==> src/rtl/irq_prio_ctl.sv <==
`timescale 1ns/1ps
module irq_prio_ctl #(
  parameter int          VW       = 16,
  parameter logic [VW-1:0] VEC_TRAP = 16'h0024,
  parameter logic [VW-1:0] VEC_HI   = 16'h003C,
  parameter logic [VW-1:0] VEC_MID  = 16'h0034,
  parameter logic [VW-1:0] VEC_LO   = 16'h002C
) (
  input  logic          clk,
  input  logic          rst_n,
  input  logic          boundary_i,
  input  logic          trap_i,
  input  logic          rst_hi_i,
  input  logic          rst_mid_i,
  input  logic          rst_lo_i,
  input  logic          intr_i,
  input  logic          ei_i,
  input  logic          di_i,
  input  logic          mask_wr_i,
  input  logic [2:0]    mask_i,
  input  logic          clr_hi_i,
  output logic          take_o,
  output logic [4:0]    grant_o,
  output logic [VW-1:0] vector_o,
  output logic          inta_o,
  output logic          ie_o,
  output logic [2:0]    mask_o
);

  logic       ie_q, hi_pend_q, hi_d1, trap_d1, trap_arm_q;
  logic [2:0] mask_q;
  logic [4:0] grant_d;
  logic [VW-1:0] vec_d;

  wire hi_edge   = rst_hi_i & ~hi_d1;
  wire trap_edge = trap_i & ~trap_d1;

  wire req_trap = trap_arm_q & trap_i;
  wire req_hi   = ie_q & ~mask_q[2] & hi_pend_q;
  wire req_mid  = ie_q & ~mask_q[1] & rst_mid_i;
  wire req_lo   = ie_q & ~mask_q[0] & rst_lo_i;
  wire req_gen  = ie_q & intr_i;

  always_comb begin
    grant_d = '0;
    vec_d   = '0;
    if (req_trap) begin
      grant_d = 5'b10000; vec_d = VEC_TRAP;
    end else if (req_hi) begin
      grant_d = 5'b01000; vec_d = VEC_HI;
    end else if (req_mid) begin
      grant_d = 5'b00100; vec_d = VEC_MID;
    end else if (req_lo) begin
      grant_d = 5'b00010; vec_d = VEC_LO;
    end else if (req_gen) begin
      grant_d = 5'b00001;
    end
  end

  wire acc = boundary_i & (|grant_d);

  always_ff @(posedge clk or negedge rst_n) begin
    if (!rst_n) begin
      ie_q       <= 1'b0;
      mask_q     <= 3'b111;
      hi_pend_q  <= 1'b0;
      hi_d1      <= 1'b0;
      trap_d1    <= 1'b0;
      trap_arm_q <= 1'b0;
      take_o     <= 1'b0;
      grant_o    <= '0;
      vector_o   <= '0;
      inta_o     <= 1'b0;
    end else begin
      hi_d1   <= rst_hi_i;
      trap_d1 <= trap_i;

      if (acc)       ie_q <= 1'b0;
      else if (di_i) ie_q <= 1'b0;
      else if (ei_i) ie_q <= 1'b1;

      if (mask_wr_i) mask_q <= mask_i;

      if (hi_edge)
        hi_pend_q <= 1'b1;
      else if ((mask_wr_i && clr_hi_i) || (acc && grant_d[3]))
        hi_pend_q <= 1'b0;

      if (!trap_i)
        trap_arm_q <= 1'b0;
      else if (trap_edge)
        trap_arm_q <= 1'b1;
      else if (acc && grant_d[4])
        trap_arm_q <= 1'b0;

      take_o   <= acc;
      grant_o  <= acc ? grant_d : '0;
      vector_o <= acc ? vec_d : '0;
      inta_o   <= acc & grant_d[0];
    end
  end

  assign ie_o   = ie_q;
  assign mask_o = mask_q;

endmodule

==> config.mk <==
export PLATFORM = sky130hd
export DESIGN_NAME = irq_prio_ctl
export DESIGN_NICKNAME = d
export VERILOG_FILES = /design/src/rtl/irq_prio_ctl.sv
export SDC_FILE = /design/constraint.sdc
export NUM_CORES = 1
export LEC_CHECK = 0
export ABC_CLOCK_PERIOD_IN_PS = 2400
export BUFFER_PORTS_ARGS = -buffer_cell sky130_fd_sc_hd__buf_2
export CORE_MARGIN = 3
export CORE_UTILIZATION = 48
export CTS_BUF_LIST = sky130_fd_sc_hd__clkbuf_8
export DETAILED_ROUTE_END_ITERATION = 8
export PLACE_DENSITY = 0.82
export SLEW_MARGIN = 10
export SYNTH_ARGS = -nofsm -noshare
export SYNTH_HDL_FRONTEND = slang
export SYNTH_SLANG_ARGS = --single-unit
==> constraint.sdc <==
create_clock -name clk -period 2.4 [get_ports clk]
set_input_delay 0.24 -clock clk [delete_from_list [all_inputs] [get_ports clk]]
set_output_delay 0.24 -clock clk [all_outputs]
set_load 0.01 [all_outputs]
==> results_tabular.tex <==
\begin{tabular}{lr}
\hline
Metric & Value \\
\hline
\multicolumn{2}{l}{\textbf{STA}} \\
Highest Clock Rate & 754.0 MHz \\
Final Setup Violations & 0 \\
Final Hold Slack & 0.1112 ns \\
Count of final max-slew check failures & 0 \\
Final hold vios & 0 \\
Period Utilization, post-route & 55.26\% \\
Worst clock skew & 0.003335 ns \\
Worst setup slack after layout & 1.074 ns \\
Final sum of negative setup slack & 0 ns \\
RSZ-0062 raised after global routing & no \\
Tmin final & 1.326 ns \\
\multicolumn{2}{l}{\textbf{Worst setup path}} \\
FF-to-FF End & vector\_o[2] \\
Worst EP arrival & 1.47 ns \\
FF-to-FF setup slack & 1.07 ns \\
Worst path required time & 2.54 ns \\
Maximum fanout along the worst path & 4 \\
Critical path's largest stage delay & 0.55 ns \\
Classification of the worst setup path & flip-flop to flip-flop \\
Launching element type of the critical path & flip-flop \\
Worst path slowest cell & sky130\_fd\_sc\_hd\_\_dfstp\_2 \\
Cell-by-cell trace of the critical path & nor2b\_1, o21ai\_1, nand3\_1, and2\_1 \\
Worst Reg-to-Reg Cells & 4 \\
Reg-to-reg startpoint & mask\_o[2] \\
Kind of capture point of the worst setup path & flip-flop \\
\multicolumn{2}{l}{\textbf{Layout}} \\
Max reg flops & 5 \\
Top reg by flops & grant\_o \\
Area of the multi-input gates & 262.8 µm² \\
FF+latch area & 429.2 µm² \\
Diode count & 0 \\
Layout filler cell count & 110 \\
Fraction of final layout cells with drive strength greater than 1 & 41.41\% \\
Area growth, synth to finish & 20.59\% \\
Final net count & 115 \\
\multicolumn{2}{l}{\textbf{Die}} \\
Initial Utilization & 54.93\% \\
Floorplan row count & 13 \\
Area of the placeable core & 0.001383 mm² \\
Die span in y & 45.78 µm \\
Area enclosed by the die boundary & 0.002095 mm² \\
Top-level port count & 42 \\
Die outline width & 45.78 µm \\
\multicolumn{2}{l}{\textbf{Clock tree}} \\
Maximum buffer depth of the clock tree & 2 \\
Setup fix buffers added after clock tree synthesis & 0 \\
Clock Latency Late Sink & 0.25 ns \\
Post-CTS clock slew at the launch and capture registers of the worst setup and hold paths & 0.07 ns \\
Clk root buf & sky130\_fd\_sc\_hd\_\_clkbuf\_8 \\
CTS Hold Bufs & 1 \\
Count of cells resized by post-cts repair & 0 \\
Total clock buffers created by CTS & 3 \\
H-tree levels & 1 \\
TritonCTS Sinks & 17 \\
Clock tree from TritonCTS & built \\
\multicolumn{2}{l}{\textbf{Pwr}} \\
Leakage component of the power & 0.5120 nW \\
Largest vdd supply drop & 0.0005361 V \\
Total power & 0.6234 mW \\
Areal power density over the cells & 680.6 mW/mm² \\
\multicolumn{2}{l}{\textbf{Routing}} \\
Via density per instance & 4.702 \\
Wirelength, routed & 1386 µm \\
Post-route ant nets & 0 \\
DRC errors left & 0 \\
DR WL/cell & 12.16 µm \\
Routed vias & 536 \\
DRC violation total after the first TritonRoute iteration & 1 \\
Detailed-router iteration count before antenna repair & 2 \\
\multicolumn{2}{l}{\textbf{Synth}} \\
Gate Count Post-Synth & 68 \\
Post-Syn Area & 759.5 µm² \\
Flop and latch count out of synthesis & 17 \\
Post-Syn Area per Cell & 11.17 µm² \\
Synth unique cells & 23 \\
Part of the Yosys area used for sequential elements & 56.51\% \\
Warnings from Yosys & 0 \\
\multicolumn{2}{l}{\textbf{Hold path}} \\
End point of the worst hold path & hi\_d1 \\
Min-delay src & rst\_hi\_i \\
Type of the worst min-delay path & primary input to flip-flop \\
Hold path depth & 1 \\
\multicolumn{2}{l}{\textbf{Global routing}} \\
Wire length of the first global-routing pass & 2111 µm \\
Via count of the first global-routing pass & 500 \\
Global-route total usage across every layer & 14.36\% \\
Antenna violations before repair & 0 \\
Overall overflow remaining after global route & 0 \\
Largest net degree at the start of global routing & 18 \\
\multicolumn{2}{l}{\textbf{Flow run}} \\
Count of maximum capacitance violations & 0 \\
\multicolumn{2}{l}{\textbf{Placed design}} \\
Worst slack after detailed placement & 1.092 ns \\
HPWL Detailed & 1047 µm \\
IO buf count & 29 \\
Weighted congestion at the end of routability-driven global placement & 0.7256 \\
\multicolumn{2}{l}{\textbf{Outcome}} \\
Run status & completed \\
\hline
\end{tabular}
## how the worst max path moves through the flow
stage / startpoint / end / cells past startpoint
2_1_floorplan: mask_o[1] / vector_o[2] / 4
3_3_place_gp: mask_o[2] / vector_o[2] / 4
3_5_place_dp: mask_o[1] / vector_o[2] / 4
4_1_cts: mask_o[2] / vector_o[2] / 4
5_1_grt: mask_o[1] / ie_o / 4
6_report: mask_o[2] / vector_o[2] / 4
## worst max-delay path: cells and delay by family (launching register included)
family,cells,cell delay [ns]
compound gates,1,0.29
flops,1,0.55
simple gates,3,0.38
## synthesized netlist by cell type
master / count / area share [%]
sky130_fd_sc_hd__nand2b_1: 1 / 0.82
sky130_fd_sc_hd__mux2_2: 3 / 4.4
sky130_fd_sc_hd__nand3_1: 3 / 2.0
sky130_fd_sc_hd__nor3b_1: 1 / 0.99
sky130_fd_sc_hd__o21ai_0: 2 / 1.3
sky130_fd_sc_hd__nand3b_2: 1 / 1.5
sky130_fd_sc_hd__o21ai_1: 1 / 0.66
sky130_fd_sc_hd__a41oi_1: 1 / 1.2
sky130_fd_sc_hd__nor4_1: 1 / 0.82
sky130_fd_sc_hd__a21boi_2: 1 / 1.5
sky130_fd_sc_hd__nor3_1: 1 / 0.66
sky130_fd_sc_hd__dfstp_2: 3 / 10
sky130_fd_sc_hd__nor2b_1: 2 / 1.6
sky130_fd_sc_hd__a21boi_0: 1 / 0.99
sky130_fd_sc_hd__and2_1: 2 / 1.6
sky130_fd_sc_hd__inv_1: 1 / 0.49
sky130_fd_sc_hd__nand2_1: 6 / 3.0
sky130_fd_sc_hd__buf_4: 14 / 14
sky130_fd_sc_hd__a31oi_1: 1 / 0.82
sky130_fd_sc_hd__conb_1: 1 / 0.49
sky130_fd_sc_hd__and3_1: 4 / 3.3
sky130_fd_sc_hd__nor2_1: 3 / 1.5
sky130_fd_sc_hd__dfrtp_1: 14 / 46
## through the flow
step           area (µm²)  std cells  util, %
6_report            915.9        114    66.24
3_5_place_dp        859.6        109    62.17
2_1_floorplan       800.8         79        -
5_1_grt             915.9        114    66.24
3_3_place_gp        859.6        109    62.17
4_1_cts             915.9        114    66.24
## kinds of logic (layout without fill, tap and decap cells)
family / Yosys count / in the layout / synth area share (%)
simple gates: 25 / 25 / 17.79
flops: 17 / 17 / 56.51
compound gates: 7 / 7 / 6.425
other cells: 1 / 12 / 0.4938
mux: 3 / 3 / 4.448
buf+inv: 15 / 35 / 14.33
## area by class of cell
type / instances / share of cell area, %
sequential: 17 / 46.86
tap: 15 / 2.049
clock inverter: 1 / 0.5464
multi-input combinational: 47 / 28.69
inverter: 1 / 0.4098
clock buffer: 3 / 4.508
timing repair buffer: 30 / 16.94
## power breakdown
group,total [mW],switching (mW),internal [mW],leakage [nW]
clock,0.210,0.0952,0.115,0.0255
sequential,0.319,0.0107,0.309,0.215
combinational,0.0939,0.0550,0.0390,0.271
## per-layer routing
layer / GRT usage, % / vias to the layer above / share of wire [%]
met5: 0 / - / 0
met4: 3.409 / 0 / 0
met3: 4.743 / 0 / 8.5
met2: 26.46 / 26 / 54
met1: 15.66 / 246 / 37
li1: - / 264 / -
## cell usage in the layout, fill, tap and decap left out, drive strengths merged
cell         Yosys  layout
conb             1      12
dfrtp           14      14
inv              1       1
nor3             1       1
and3             4       4
nand3b           1       1
o21ai            3       3
nor3b            1       1
dlygate4sd3      0       1
nand2b           1       1
nor2             3       3
and2             2       2
a21boi           2       2
clkbuf           0       3
a31oi            1       1
dfstp            3       3
clkinv           0       1
nor4             1       1
nor2b            2       2
nand2            6       6
mux2             3       3
a41oi            1       1
buf             14      29
nand3            3       3
Power figures use the tool's default switching activity.
